## src/rtl/irqc_pkg.sv

```systemverilog
package irqc_pkg;

    // Setup sequencer position: which data byte is expected next
    typedef enum logic [1:0] {
        SEQ_IDLE = 2'd0,
        SEQ_BASE = 2'd1,
        SEQ_CASC = 2'd2,
        SEQ_MODE = 2'd3
    } seq_e;

    // Command byte decode positions
    localparam int START_BIT   = 4;
    localparam int STAT_BIT    = 3;
    localparam int HASMODE_BIT = 0;
    localparam int SINGLE_BIT  = 1;
    localparam int LEVEL_BIT   = 3;
    localparam int SELACT_BIT  = 1;
    localparam int SELSRC_BIT  = 0;
    localparam int AUTOEND_BIT = 1;
    localparam logic [2:0] EOI_CODE = 3'b001;

endpackage

```

## src/rtl/irqc_cfg.sv

```systemverilog
module irqc_cfg
    import irqc_pkg::*;
#(
    parameter int N_IRQ = 8
) (
    input  logic             clk,
    input  logic             rst_n,
    input  logic             wr_en,
    input  logic             a0,
    input  logic [7:0]       wdata,
    output logic [N_IRQ-1:0] mask,
    output logic [7:0]       base,
    output logic             level,
    output logic             aeoi,
    output logic             sel_isr,
    output logic             eoi_cmd
);

    typedef struct packed {
        seq_e             seq;
        logic             need_mode;
        logic             single;
        logic             level;
        logic             aeoi;
        logic             sel_isr;
        logic [7:0]       base;
        logic [N_IRQ-1:0] mask;
    } cfg_t;

    cfg_t cfg_d, cfg_q;
    logic cmd_wr, dat_wr;

    always_comb begin
        cfg_d   = cfg_q;
        cmd_wr  = wr_en & ~a0;
        dat_wr  = wr_en & a0;
        eoi_cmd = 1'b0;

        if (cmd_wr) begin
            if (wdata[START_BIT]) begin
                cfg_d.seq       = SEQ_BASE;
                cfg_d.need_mode = wdata[HASMODE_BIT];
                cfg_d.single    = wdata[SINGLE_BIT];
                cfg_d.level     = wdata[LEVEL_BIT];
                cfg_d.aeoi      = 1'b0;
            end else if (wdata[STAT_BIT]) begin
                if (wdata[SELACT_BIT])
                    cfg_d.sel_isr = wdata[SELSRC_BIT];
            end else begin
                eoi_cmd = (wdata[7:5] == EOI_CODE);
            end
        end

        if (dat_wr) begin
            unique case (cfg_q.seq)
                SEQ_IDLE: cfg_d.mask = wdata[N_IRQ-1:0];
                SEQ_BASE: begin
                    cfg_d.base = wdata;
                    if (!cfg_q.single)
                        cfg_d.seq = SEQ_CASC;
                    else if (cfg_q.need_mode)
                        cfg_d.seq = SEQ_MODE;
                    else
                        cfg_d.seq = SEQ_IDLE;
                end
                SEQ_CASC: cfg_d.seq = cfg_q.need_mode ? SEQ_MODE : SEQ_IDLE;
                SEQ_MODE: begin
                    cfg_d.aeoi = wdata[AUTOEND_BIT];
                    cfg_d.seq  = SEQ_IDLE;
                end
                default: cfg_d.seq = SEQ_IDLE;
            endcase
        end
    end

    always_ff @(posedge clk) begin
        if (!rst_n) begin
            cfg_q.seq       <= SEQ_IDLE;
            cfg_q.need_mode <= 1'b0;
            cfg_q.single    <= 1'b0;
            cfg_q.level     <= 1'b0;
            cfg_q.aeoi      <= 1'b0;
            cfg_q.sel_isr   <= 1'b0;
            cfg_q.base      <= '0;
            cfg_q.mask      <= '0;
        end else begin
            cfg_q <= cfg_d;
        end
    end

    assign mask    = cfg_q.mask;
    assign base    = cfg_q.base;
    assign level   = cfg_q.level;
    assign aeoi    = cfg_q.aeoi;
    assign sel_isr = cfg_q.sel_isr;


    mask_hold_chk: assert property (@(posedge clk) disable iff (!rst_n)
        (cfg_q.seq != SEQ_IDLE) |=> $stable(cfg_q.mask));


    single_skip_chk: assert property (@(posedge clk) disable iff (!rst_n)
        (dat_wr && !cmd_wr && cfg_q.seq == SEQ_BASE && cfg_q.single) |=> (cfg_q.seq != SEQ_CASC));

endmodule

```

## src/rtl/irqc_arb.sv

```systemverilog
module irqc_arb #(
    parameter int N_IRQ = 8
) (
    input  logic             clk,
    input  logic             rst_n,
    input  logic [N_IRQ-1:0] irq_in,
    input  logic [N_IRQ-1:0] mask,
    input  logic [7:0]       base,
    input  logic             level,
    input  logic             aeoi,
    input  logic             eoi_cmd,
    input  logic             inta,
    output logic [N_IRQ-1:0] irr,
    output logic [N_IRQ-1:0] isr,
    output logic             int_o,
    output logic [7:0]       vec,
    output logic             vec_vld
);

    localparam int IDX_W = (N_IRQ > 1) ? $clog2(N_IRQ) : 1;
    localparam logic [7:0] LAST_LINE = 8'(N_IRQ - 1);

    typedef struct packed {
        logic [N_IRQ-1:0] irr;
        logic [N_IRQ-1:0] isr;
        logic [N_IRQ-1:0] prev;
        logic [7:0]       vec;
        logic             vld;
    } arb_t;

    arb_t arb_d, arb_q;

    logic [N_IRQ-1:0] pend, rise, eoi_clr, ack_set, win_hot;
    logic [IDX_W-1:0] p_idx, s_idx;
    logic             p_any, s_any, win;

    // lowest-index search over pending and in-service sets
    always_comb begin
        p_idx = '0;
        s_idx = '0;
        p_any = 1'b0;
        s_any = 1'b0;
        pend  = arb_q.irr & ~mask;
        for (int i = N_IRQ - 1; i >= 0; i--) begin
            if (pend[i]) begin
                p_idx = IDX_W'(i);
                p_any = 1'b1;
            end
            if (arb_q.isr[i]) begin
                s_idx = IDX_W'(i);
                s_any = 1'b1;
            end
        end
        win = p_any && (!s_any || (p_idx < s_idx));
    end

    always_comb begin
        arb_d   = arb_q;
        rise    = irq_in & ~arb_q.prev;
        win_hot = '0;
        win_hot[p_idx] = 1'b1;
        eoi_clr = '0;
        if (eoi_cmd && s_any)
            eoi_clr[s_idx] = 1'b1;
        ack_set = '0;

        arb_d.prev = irq_in;
        if (level)
            arb_d.irr = irq_in;
        else
            arb_d.irr = (arb_q.irr | rise) & irq_in;

        arb_d.vld = inta;
        if (inta) begin
            if (win) begin
                arb_d.vec = base + 8'(p_idx);
                if (!level)
                    arb_d.irr = arb_d.irr & ~win_hot;
                if (!aeoi)
                    ack_set = win_hot;
            end else begin
                arb_d.vec = base + LAST_LINE;
            end
        end
        arb_d.isr = (arb_q.isr & ~eoi_clr) | ack_set;
    end

    always_ff @(posedge clk) begin
        if (!rst_n) begin
            arb_q.irr  <= '0;
            arb_q.isr  <= '0;
            arb_q.prev <= '0;
            arb_q.vec  <= '0;
            arb_q.vld  <= 1'b0;
        end else begin
            arb_q <= arb_d;
        end
    end

    assign irr     = arb_q.irr;
    assign isr     = arb_q.isr;
    assign int_o   = win;
    assign vec     = arb_q.vec;
    assign vec_vld = arb_q.vld;


    masked_quiet_chk: assert property (@(posedge clk) disable iff (!rst_n)
        int_o |-> ((arb_q.irr & ~mask) != '0));


    ack_sets_isr_chk: assert property (@(posedge clk) disable iff (!rst_n)
        (inta && win && !aeoi && !eoi_cmd) |=> ($countones(arb_q.isr) == $countones($past(arb_q.isr)) + 1));


    spur_isr_chk: assert property (@(posedge clk) disable iff (!rst_n)
        (inta && !win && !eoi_cmd) |=> (arb_q.isr == $past(arb_q.isr)));


    eoi_drop_chk: assert property (@(posedge clk) disable iff (!rst_n)
        (eoi_cmd && !inta && (arb_q.isr != '0)) |=> ($countones(arb_q.isr) == $countones($past(arb_q.isr)) - 1));


    auto_end_chk: assert property (@(posedge clk) disable iff (!rst_n)
        (inta && aeoi) |=> ((arb_q.isr & ~$past(arb_q.isr)) == '0));

endmodule

```

## src/rtl/irq_ctrl8.sv

```systemverilog
module irq_ctrl8 #(
    parameter int N_IRQ = 8
) (
    input  logic             clk,
    input  logic             rst_n,
    input  logic             wr_en,
    input  logic             a0,
    input  logic [7:0]       wdata,
    output logic [7:0]       rdata,
    input  logic [N_IRQ-1:0] irq_in,
    output logic             int_o,
    input  logic             inta,
    output logic [7:0]       vec_o,
    output logic             vec_vld
);

    logic [N_IRQ-1:0] mask, irr, isr;
    logic [7:0]       base;
    logic             level, aeoi, sel_isr, eoi_cmd;

    irqc_cfg #(.N_IRQ(N_IRQ)) u_cfg (
        .clk     (clk),
        .rst_n   (rst_n),
        .wr_en   (wr_en),
        .a0      (a0),
        .wdata   (wdata),
        .mask    (mask),
        .base    (base),
        .level   (level),
        .aeoi    (aeoi),
        .sel_isr (sel_isr),
        .eoi_cmd (eoi_cmd)
    );

    irqc_arb #(.N_IRQ(N_IRQ)) u_arb (
        .clk     (clk),
        .rst_n   (rst_n),
        .irq_in  (irq_in),
        .mask    (mask),
        .base    (base),
        .level   (level),
        .aeoi    (aeoi),
        .eoi_cmd (eoi_cmd),
        .inta    (inta),
        .irr     (irr),
        .isr     (isr),
        .int_o   (int_o),
        .vec     (vec_o),
        .vec_vld (vec_vld)
    );

    always_comb begin
        if (a0)
            rdata = 8'(mask);
        else if (sel_isr)
            rdata = 8'(isr);
        else
            rdata = 8'(irr);
    end


    vec_pulse_chk: assert property (@(posedge clk) disable iff (!rst_n)
        vec_vld |=> !vec_vld || $past(inta, 1));

endmodule

```

## config.mk

```make
export PLATFORM = sky130hd
export DESIGN_NAME = irq_ctrl8
export DESIGN_NICKNAME = d
export VERILOG_FILES = /design/src/rtl/irqc_pkg.sv /design/src/rtl/irqc_cfg.sv /design/src/rtl/irqc_arb.sv /design/src/rtl/irq_ctrl8.sv
export SDC_FILE = /design/constraint.sdc
export NUM_CORES = 1
export LEC_CHECK = 0
export CORE_UTILIZATION = 35
export DETAILED_ROUTE_END_ITERATION = 6
export DONT_BUFFER_PORTS = 1
export PLACE_DENSITY = 0.59
export RECOVER_POWER = 25
export SLEW_MARGIN = 20
export SYNTH_ARGS = -nofsm -noshare
export SYNTH_HDL_FRONTEND = slang
export SYNTH_HIERARCHICAL = 1
export SYNTH_SLANG_ARGS = --single-unit
```

## constraint.sdc

```tcl
create_clock -name clk -period 3.2 [get_ports clk]
set_clock_uncertainty 0.15 [all_clocks]
set_input_delay 0.96 -clock clk [delete_from_list [all_inputs] [get_ports clk]]
set_output_delay 0.96 -clock clk [all_outputs]
set_load 0.02 [all_outputs]
```

# Yosys cells after proc, flatten, opt, wreduce, memory -nomap -nowiden
# Cells that the tools add are included.
# classes
n_addsub	2
n_mul	0
div_mod_pow	0
order_cmp	5
eq_ne	4
n_shift	0
mux	61
n_bitwise	15
n_reduce_logical	11
# ops
cell	count
$mux 8	11
$mux 3	16
$and 8x8->8	5
$not 8->8	4
$mux 1	26
$or 8x8->8	2
$add 8x3->8	1
$add 8x3->8 const B	1
$lt 3x4->1 const B	2
$mux 7	1
$demux 1 s3	2
$ge 3x1->1 const B	2
$mux 2	3
$mux 6	1
$pmux 2 s3	1
$reduce_and 2->1	3
$eq 2x2->1 const B	2
$logic_and 1x1->1	4
$reduce_and 4->1	1
$eq 3x1->1 const B	1
$lt 3x3->1	1
$and 1x1->1	2
$eq 2x1->1 const B	1
$logic_not 2->1	1
3 further kinds	4
# totals
register_bits	56
latchBits	0
mem_bits_rw	0
rom_bits	0
input_bits	21
output_inout_bits	18
wordCells	111
mem_count	0

# Depth between registers and ports, before layout
# Gate-level depths: netlist of run 1.
# logic_depth
word_depth	19
mapped_depth	18
ltp_nobuf	17

# Modules after synthesis
# Netlist of run 1, hierarchy kept.
# modules_own_cells
mod	n_inst	cells_each	area_per_inst_um2	seq_area_each_um2
irqc_arb	1	232	1909.3	660.6
irqc_cfg	1	122	1074.8	460.4
irq_ctrl8	1	26	172.7	0.0

# Worst setup path after synthesis of run 1
# Ideal clock, no wire load.
# synth_timing
path_kind	flip-flop to flip-flop
startpoint	reg u_cfg/mask[1] (netlist name)
endpoint	reg u_arb/vec[6] (netlist name)
setup_time_ns	0.116
arrival_time_ns	3.112
required_ns	2.934
setup_slack_ns	-0.178
path_stages_with_launch	19
path_buffers	2
synth_period_minus_slack_ns	3.378
path_cell_list	dfxtp_1 -> buf_4 -> nor2b_1 -> or2_2 -> clkbuf_1 -> nor2_1 -> ha_1 -> o21ai_0 -> a32o_2 -> a21oi_1 -> nand3b_1 -> ha_1 -> inv_1 -> fa_1 -> nor2b_1 -> o2111ai_1 -> xor2_1 -> nand2_1 -> o211a_1
# synth_between
elab_chain_cells	8
elab_cells_between_ends	11
classes_between	1 x add/sub; 1 x order compare; 5 x mux; 2 x bitwise; 2 x reduce/logical
# synth_rtl
item	line_no	text
$not 8->8 (*)	irqc_arb.sv:43	pend = arb_q.irr & ~mask;
$and 8x8->8 (*)	irqc_arb.sv:43	
branches (longest 5 deep; another with $add 8x3->8)	--	
$mux 8 (*)	irqc_arb.sv:75	if (win) begin
# Every way passes the cells marked *.
# A chain may end at the register's enable or synchronous reset.

# Final worst setup path of run 1
# layout_timing
startpoint	reg u_cfg/mask[6] (netlist name)
endpoint	out int_o
# layout_between
elab_chain_cells	12
elab_cells_between_ends	19
classes_between	1 x order compare; 14 x mux; 2 x bitwise; 2 x reduce/logical
# layout_rtl
item	line_no	text
$not 8->8 (*)	irqc_arb.sv:43	
$and 8x8->8 (*)	irqc_arb.sv:43	
$mux 3 (7 in series)	irqc_arb.sv:45	if (pend[i]) begin
$lt 3x3->1	irqc_arb.sv:54	win = p_any && (!s_any || (p_idx < s_idx));
$logic_or 1x1->1	irqc_arb.sv:54	
$logic_and 1x1->1 (*)	irqc_arb.sv:54	
to (decl)	irq_ctrl8.sv:11	output logic int_o,
# Every way passes the cells marked *; elsewhere a longest branch is shown, timed or not.

==> results of run 1 <==
[report_power, final]
group / leakage [nW] / switching, mW / internal [mW]
clock network: 0.0485 / 0.239 / 0.158
logic: 0.879 / 0.254 / 0.249
registers: 0.464 / 0.0435 / 0.736
[flip-flops by register name (all words and copies together), names as in the netlist]
| register | flops |
|---|---|
| u_arb/arb_q | 8 |
| u_arb/irr | 8 |
| u_arb/isr | 8 |
| u_arb/vec | 8 |
| u_arb/vec_vld | 1 |
| u_cfg/aeoi | 1 |
| u_cfg/base | 8 |
| u_cfg/cfg_q | 4 |
| u_cfg/level | 1 |
| u_cfg/mask | 8 |
| u_cfg/sel_isr | 1 |
[worst max-delay path, cell delays in order (launching register included)]
cell      delay (ns)
dfxtp_2         0.34
nand2b_1        0.14
o21ai_2         0.09
nor3_2          0.15
nor2_1          0.08
ha_1            0.32
buf_4           0.15
a21oi_4         0.13
o21ai_2         0.10
o21ai_4         0.17
and2_4          0.21
[cell usage in the layout (no fill, tap or decap), types with 3 or more instances in the layout]
master,instances
nor4_1,3
nor2b_4,6
a221oi_1,3
dfxtp_2,13
o21ai_0,8
mux2i_1,22
xor2_1,4
dfxtp_1,43
o21ai_2,4
nor2_2,4
o21ai_1,10
nand2_1,55
a21oi_1,15
and2_0,4
inv_1,13
clkbuf_8,5
nor3_1,3
buf_4,37
o211a_1,3
nand3_1,10
o211ai_1,4
nand4_1,3
o31ai_1,3
nand2b_1,5
nand3b_1,3
nor2_1,27
nor2b_1,3
ha_1,3
a21oi_4,3
[repair_timing]
action / 4_1_cts / 5_1_grt
resized for setup: 32 / 27
pin swaps: 11 / 17
setup buffers: 6 / 7
setup endpoints to repair: 5 / 7
gates cloned: 0 / 0
[stage by stage]
stage | total power, mW | area [um2] | util
floorplan | 1.075 | 3164 | -
global placement | 1.148 | 3095 | 0.3550
detailed placement | 1.152 | 3095 | 0.3550
CTS | 1.609 | 3317 | 0.3803
global route | 1.775 | 3478 | 0.3989
finish | 1.680 | 3478 | 0.3989
[how the worst max path moves through the flow]
stage	from	end	slack [ns]	cells after the start
after detailed placement	u_arb/irr[3]	u_arb/vec[6]	-0.05	17
final	u_cfg/mask[6]	int_o	-0.10	10
after global routing	u_arb/irr[2]	u_arb/vec[6]	-0.25	18
after CTS	u_arb/isr[6]	int_o	-0.05	9
after global placement	u_arb/irr[3]	u_arb/vec[6]	0.006	17
after floorplan	u_cfg/mask[0]	u_arb/vec[6]	0.02	18
[cells by family after synthesis]
kind of cell / after synthesis / synth area share
simple gates: 149 / 0.2418
buf+inv: 71 / 0.1439
compound gates: 69 / 0.1439
flops: 56 / 0.3551
mux: 22 / 0.06976
xor+xnor: 7 / 0.01942
fa+ha+maj: 6 / 0.02616
[layout make-up]
type	instances	area (um2)
multi-input combinational	253	1758
sequential	56	1137
timing repair buffer	39	300.3
inverter	15	56.30
clock inverter	3	22.52
clock buffer	5	68.82
fill	873	5243
tap	108	135.1
[routing by layer]
layer  part of all wire  global-route usage  wire (um)
met1               0.45              0.2164       3568
met2               0.48              0.2811       3797
met3              0.050             0.03902        393
met4              0.013             0.04133        102
met5                  0                   0          0
==> summary.md, run 1 <==
| Metric | Value |
|---|---|
| Status | finished, violations left |
| Violations in the final reports | negative setup slack |
| Seq/Total Area, Yosys | 0.3551 |
| Synth top area cells | dfxtp_1 (36%), buf_4 (9.8%), mux2i_1 (7.0%) |
| Top post-synthesis cells by count | dfxtp_1 (56), nand2_1 (55), buf_4 (41) |
| First-pass GRT wire length | 12.65 mm |
| Startpoint types | register |
| Cells after Synth | 380 |
| Synth Cell Area | 3157 um2 |
| Post-DRT Antenna Nets | 0 |
| Final hold violations | 0 |
| Core ar. | 8721 um2 |
| Share of cells above drive strength 1 | 0.2830 |
| DRC | 0 |
| Placer Congestion | 0.8804 |
| RSZ-0062 raised after global routing | true |
| Vias per std cell | 5.267 |
| Final hold slack | 0.2714 ns |
| Crit-path max FO | 4 |
| Site Rows | 34 |
| Reg2Reg Launch Point | u_arb/irr[2] |
| Largest net degree at the start of global routing | 33 |
| Worst VDD drop | 0.2269 mV |
| PwrDens | 482.9 nW/um2 |
| Slew Viols, Final | 0 |
| EDFF count, synth | 0 |
| CTS max path bufs | 2 |
| Placed cells | 458 |
| Root Driver | clkbuf_8 |
| GRT Total Usage | 0.1675 |
| CP arrival | 2.19 ns |
| Setup TNS | -0.1049 ns |
| Hpwl dp | 5.734 mm |
| Total gr overflow | 0 |
| Die H | 96.97 um |
| Pre-antenna DRT Iters | 4 |
| Synth-to-Final Area Change | 10.19% |
| Cell taking the most area after synthesis | dfxtp_1 |
| Die Area | 9403 um2 |
| Yosys warning count | 6 |
| Period minus WS final | 3.305 ns |
| CTS clk-pin slew, worst paths | 0.10 ns |
| Least-Margin Pin Slew | 0.5979 ns |
| Yosys top cell area share | 0.3551 |
| Total detailed-routing wirelength | 7.861 mm |
| Seq cells post-synth | 56 |
| Reg2Reg Setup Slack | 0 ns |
| Leakage | 1.392 nW |
| Fin crit share | 1.033 |
| Total CTS buffers | 5 |
| Worst min path class | reg2reg |
| Die X | 96.97 um |
| Worst Reg-to-Reg Cells | 18 |
| CTS HTree Levels | 2 |
| Cell variety after synth | 54 |
| Top FF cell, synth | dfxtp_1 |
| I/O pin count | 39 |
| Port buffer count | 0 |
| Via count | 2523 |
| Final Net Count | 397 |
| Fin cells | 479 |
| Clock tree sinks | 56 |
| Wirelength per Cell | 16.41 um |
| Max_cap viols | 0 |
| Initial Util | 0.3620 |
| Most common cell in the netlist | dfxtp_1 |
| Highest Clock Rate | 302.6 MHz |
| Initial antenna violation count | 0 |
| Worst R2R End | u_arb/vec[6] |
| Syn nets | 407 |
| Worst Hold Depth | 1 |
| WP data required | 2.09 ns |
| Worst setup margin | -0.1049 ns |
| Crit Path Class | reg2out |
| Pre-CTS setup slack | -0.04990 ns |
| Antenna cells | 0 |
| Vias in the first global route | 2435 |
| Final setup vio count | 1 |
| Hold_buf cts | 0 |
| Max-slew headroom | 0.6010 |
| Worst Hold Path EP | u_arb/irr[3] |
| Worst Min Path Start | u_arb/arb_q[12] |
| CTS tree | done |
| Share of flip-flops with an asynchronous set or reset | 0 |
| Syn avg cell area | 8.307 um2 |
| DRT iter0 DRCs | 127 |
| Clk_lat worst skew | 0.31 ns |
| CP Capture Type | output pin |
No activity file was read; power rests on OpenSTA's default activity.
==> run 2: changes to the inputs <==
--- a/config.mk
+++ b/config.mk
@@ -8,6 +8,7 @@
 export CORE_UTILIZATION = 35
 export DETAILED_ROUTE_END_ITERATION = 6
 export DONT_BUFFER_PORTS = 1
+export MAX_ROUTING_LAYER = met4
 export PLACE_DENSITY = 0.59
 export RECOVER_POWER = 25
 export SLEW_MARGIN = 20
==> run 2 against run 1 <==
Net effect: the run still ends with negative setup slack left; via count is 1.4% lower; die area is the same; sequential cell count unchanged; fmax rose by 2.8%; hold slack improved by 0.00062 ns; global-route usage is 0.45 points higher; non-clock buffer count decreased by 8; sequential share of layout area rose by 0.92 points; core utilization is 1.1 points lower; combinational power fell by 14%; critical path depth shrank 2; critical path type unchanged; critical endpoint unchanged; largest cell class unchanged.
==> summary.md, run 2 (synthesized netlist as in run 1, its figures left out) <==
| Metric | Value |
|---|---|
| FILL cells | 866 |
| Root Driver | clkbuf_8 |
| Worst setup margin | -0.01436 ns |
| Die X | 96.97 um |
| Clock tree sinks | 56 |
| Worst Hold Path EP | u_arb/irr[3] |
| Site Rows | 34 |
| Multi-input gate area | 1728 um2 |
| Commonest non-fill, non-tap cell in the layout | nand2_1 |
| DRC | 0 |
| Startpoint types | register |
| Fin cells | 471 |
| CTS tree | done |
| Placer Congestion | 0.9489 |
| Least-Margin Pin Slew | 0.6057 ns |
| Most frequent cells in the layout | nand2_1 (55), dfxtp_1 (47), buf_4 (31), nor2_1 (27), mux2i_1 (22) |
| Pre-antenna DRT Iters | 4 |
| CTS HTree Levels | 2 |
| Final setup vio count | 1 |
| Setup TNS | -0.01436 ns |
| Core ar. | 8721 um2 |
| Placed cells | 455 |
| Status | finished, violations left |
| Highest Clock Rate | 311.1 MHz |
| Wirelength per Cell | 16.34 um |
| WP data required | 2.09 ns |
| CP arrival | 2.10 ns |
| Initial Util | 0.3620 |
| DRT iter0 DRCs | 182 |
| Die H | 96.97 um |
| Worst Min Path Start | u_arb/arb_q[12] |
| Crit Path Class | reg2out |
| CP Capture Type | output pin |
| Port buffer count | 0 |
| Via count | 2488 |
| Hold_buf cts | 0 |
| Crit-path max FO | 3 |
| CTS clk-pin slew, worst paths | 0.10 ns |
| CTS max path bufs | 2 |
| Total CTS buffers | 5 |
| Die Area | 9403 um2 |
| RSZ-0062 raised after global routing | true |
| Worst min path class | reg2reg |
| FF+latch area | 1137 um2 |
| Worst Reg-to-Reg Cells | 15 |
| Antenna cells | 0 |
| Clk_lat worst skew | 0.31 ns |
| Max_cap viols | 0 |
| Synth-to-Final Area Change | 7.174% |
| Initial antenna violation count | 0 |
| Final Net Count | 389 |
| Reg2Reg Launch Point | u_arb/isr[1] |
| Total detailed-routing wirelength | 7.697 mm |
| Total gr overflow | 0 |
| Post-DRT Antenna Nets | 0 |
| Vias per std cell | 5.282 |
| Fin crit share | 1.004 |
| I/O pin count | 39 |
| Slew Viols, Final | 0 |
| Max-slew headroom | 0.5957 |
| Hpwl dp | 5.601 mm |
| Final hold violations | 0 |
| Worst Hold Depth | 1 |
| Vias in the first global route | 2436 |
| Worst R2R End | u_arb/vec[6] |
| Violations in the final reports | negative setup slack |
| Final hold slack | 0.2720 ns |
| Worst VDD drop | 0.1954 mV |
| First-pass GRT wire length | 12.59 mm |
| Largest net degree at the start of global routing | 33 |
| Leakage | 1.337 nW |
| Reg2Reg Setup Slack | 0.01 ns |
| PwrDens | 478.0 nW/um2 |
| GRT Total Usage | 0.1720 |
| Fin util | 0.3879 |
| Period minus WS final | 3.214 ns |
| Share of cells above drive strength 1 | 0.2507 |
run 2: per-stage QoR:
stage               worst slack (ns)  instance area, um2  power [mW]
floorplan                    0.01824                3164       1.075
global placement             0.01232                3073       1.145
detailed placement          -0.04426                3073       1.148
CTS                        0.0004741                3234       1.591
global route                 -0.1555                3383       1.709
finish                      -0.01436                3383       1.617
run 2: layout make-up:
| class | instances | share of cell area |
|---|---|---|
| clock buffer | 7 | 0.02552 |
| sequential | 56 | 0.3362 |
| clock inverter | 1 | 0.002219 |
| timing repair buffer | 31 | 0.06879 |
| inverter | 15 | 0.01664 |
| tap | 108 | 0.03994 |
| multi-input combinational | 253 | 0.5107 |
run 2: worst max-delay path by stage:
stage | from | to | slack [ns] | cells past startpoint
6_report | u_arb/isr[1] | int_o | -0.01 | 8
5_1_grt | u_arb/isr[1] | u_arb/vec[6] | -0.16 | 15
4_1_cts | u_cfg/mask[6] | int_o | 0.0005 | 9
3_5_place_dp | u_arb/irr[6] | u_arb/vec[6] | -0.04 | 17
3_3_place_gp | u_arb/irr[6] | u_arb/vec[6] | 0.01 | 17
2_1_floorplan | u_cfg/mask[0] | u_arb/vec[6] | 0.02 | 18
run 2: timing repair:
action	CTS	global route
gates resized for setup	19	32
pin swaps	4	14
buffers inserted	2	6
cloned	0	0
endpoints found under the setup margin	3	7
run 2: metal layers:
layer | GRT usage | wire [um] | up-vias
met4 | 0.05626 | 144 | 0
met1 | 0.2158 | 3578 | 1178
met3 | 0.03902 | 358 | 13
li1 | - | - | 1229
met5 | - | 0 | -
met2 | 0.2736 | 3615 | 68
run 2: report_power, final:
| part | internal, mW | switching, mW | total (mW) |
|---|---|---|---|
| registers | 0.734 | 0.0463 | 0.780 |
| logic | 0.205 | 0.228 | 0.432 |
| clock network | 0.177 | 0.228 | 0.405 |
| total | 1.12 | 0.502 | 1.62 |
run 2: critical path: stages (launching register included):
cell,delay (ns)
dfxtp_2,0.35
nor4_4,0.33
o41ai_2,0.12
ha_1,0.34
o21ai_1,0.08
a32o_2,0.25
inv_2,0.07
o21ai_2,0.06
and2_4,0.20
==> run 3: changes to the inputs <==
--- a/config.mk
+++ b/config.mk
@@ -9,7 +9,7 @@
 export DETAILED_ROUTE_END_ITERATION = 6
 export DONT_BUFFER_PORTS = 1
 export MAX_ROUTING_LAYER = met4
-export PLACE_DENSITY = 0.59
+export PLACE_DENSITY = 0.53
 export RECOVER_POWER = 25
 export SLEW_MARGIN = 20
 export SYNTH_ARGS = -nofsm -noshare
==> run 3 against run 2 <==
Net effect: the run now ends clean; sequential power hardly changed; critical path depth is 1 higher; global-route usage is 0.13 points higher; combinational power is 3% lower.
==> summary.md, run 3 (synthesized netlist as in run 1, its figures left out) <==
| Metric | Value |
|---|---|
| Max-slew headroom | 0.5656 |
| Final hold violations | 0 |
| Fin util | 0.3888 |
| Fin crit share | 0.9954 |
| Die Area | 9403 um2 |
| Multi-input gate area | 1697 um2 |
| Power Total | 1.664 mW |
| Least-Margin Pin Slew | 0.6508 ns |
| Vias per std cell | 5.265 |
| Flop pwr share | 0.468 |
| GRT Total Usage | 0.1734 |
| Final Net Count | 393 |
| Worst VDD drop | 0.2985 mV |
| Crit-path max FO | 4 |
| Share of cells above drive strength 1 | 0.2452 |
| Placer Congestion | 0.8841 |
| FF+latch area | 1132 um2 |
| I/O pin count | 39 |
| Startpoint types | register |
| Root Driver | clkbuf_8 |
| Hpwl dp | 5.745 mm |
| PwrDens | 490.9 nW/um2 |
| WP data required | 2.09 ns |
| CP arrival | 2.08 ns |
| Clock tree sinks | 56 |
| First-pass GRT wire length | 12.50 mm |
| Clk_lat worst skew | 0.31 ns |
| Most frequent cells in the layout | nand2_1 (55), dfxtp_1 (47), buf_4 (35), nor2_1 (27), mux2i_1 (22) |
| Fin cells | 475 |
| Pre-CTS setup slack | 0.01044 ns |
| Initial Util | 0.3620 |
| Initial antenna violation count | 0 |
| Leakage | 1.359 nW |
| CTS max path bufs | 2 |
| Slowest cell on crit path | dfxtp_2 |
| Clk pwr share | 0.279 |
| Design area | 3391 um2 |
| DRC | 0 |
| Die X | 96.97 um |
| Final hold slack | 0.2773 ns |
| Cells along the critical path | nor2b_2, or2_2, nor2_2, ha_1, o21ai_1, a32o_2, inv_2, o21ai_2, and2_4 |
| Final setup vio count | 0 |
| CTS clk-pin slew, worst paths | 0.10 ns |
| Total detailed-routing wirelength | 7.701 mm |
| Slew Viols, Final | 0 |
| Slowest stage delay, CP | 0.33 ns |
| Largest net degree at the start of global routing | 33 |
| Status | complete, no violations |
| Worst setup margin | 0.01464 ns |
| Antenna cells | 0 |
| Net switching power | 496.0 uW |
| Commonest non-fill, non-tap cell in the layout | nand2_1 |
| Int Pwr | 1.169 mW |
| Worst min path class | reg2reg |
| Crit Path Class | reg2out |
| Placed cells | 460 |
| Comb power frac | 0.253 |
| CTS HTree Levels | 2 |
| Die H | 96.97 um |
| Switching share of power | 0.2980 |
| Highest Clock Rate | 313.9 MHz |
| CP Capture Type | output pin |
| Hold_buf cts | 0 |
| Vias in the first global route | 2422 |
| Synth-to-Final Area Change | 7.412% |
| Via count | 2501 |
| Setup TNS | 0 ns |
| FILL cells | 873 |
| Port buffer count | 0 |
| Core ar. | 8721 um2 |
| DRT iter0 DRCs | 155 |
| Post-DRT Antenna Nets | 0 |
| Max_cap viols | 0 |
| Site Rows | 34 |
| Pre-antenna DRT Iters | 4 |
| RSZ-0062 raised after global routing | true |
| Area after DPL | 3110 um2 |
| CTS tree | done |
| Total CTS buffers | 5 |
| Wirelength per Cell | 16.21 um |
| Total gr overflow | 0 |
| Period minus WS final | 3.185 ns |
==> run 3: final cells by class <==
| cell class | count | area share |
|---|---|---|
| Clock buffer | 6 | 0.02140 |
| Clock inverter | 2 | 0.01033 |
| Inverter | 15 | 0.01661 |
| Multi-Input combinational cell | 253 | 0.5004 |
| Sequential cell | 56 | 0.3339 |
| Tap cell | 108 | 0.03985 |
| Timing Repair Buffer | 35 | 0.07749 |
==> run 3: per-layer routing <==
| metal | GRT usage | routed length (um) | vias to the layer above |
|---|---|---|---|
| met3 | 0.04046 | 418 | 17 |
| met5 | - | 0 | - |
| met1 | 0.2196 | 3584 | 1178 |
| met2 | 0.2671 | 3498 | 70 |
| met4 | 0.06774 | 199 | 0 |
| li1 | - | - | 1236 |
==> run 3: path summary, 6_finish.rpt <==
kind,startpoint,to,slack (ns),cells past startpoint
max,u_arb/irr[1],int_o,0.01,9
min reg2reg,u_arb/arb_q[16],u_arb/irr[7],0.28,1
max reg2reg,u_cfg/mask[6],u_arb/vec[6],0.13,17
min,u_arb/arb_q[16],u_arb/irr[7],0.28,1
==> run 3: what timing repair did <==
item / in CTS / in global routing
gates cloned: 0 / 0
buffers inserted: 7 / 0
pin swaps: 7 / 6
gates resized for setup: 24 / 16
setup endpoints to repair: 2 / 7
==> run 3: power groups by stage <==
| stage | sequential (mW) | clock, mW | combinational [mW] |
|---|---|---|---|
| after floorplan | 0.770 | 0 | 0.305 |
| after global placement | 0.790 | 0 | 0.365 |
| after detailed placement | 0.790 | 0 | 0.365 |
| after CTS | 0.777 | 0.478 | 0.412 |
| after global routing | 0.784 | 0.506 | 0.457 |
| final | 0.779 | 0.465 | 0.421 |
==> run 3: critical path, delay by kind of cell, from the launching register on <==
family / cells / cell delay, ns
and+or+nand+nor: 4 / 0.76
DFF: 1 / 0.33
buffers and inverters: 1 / 0.05
adders and majority gates: 1 / 0.23
AOI/OAI and AO/OA: 3 / 0.39
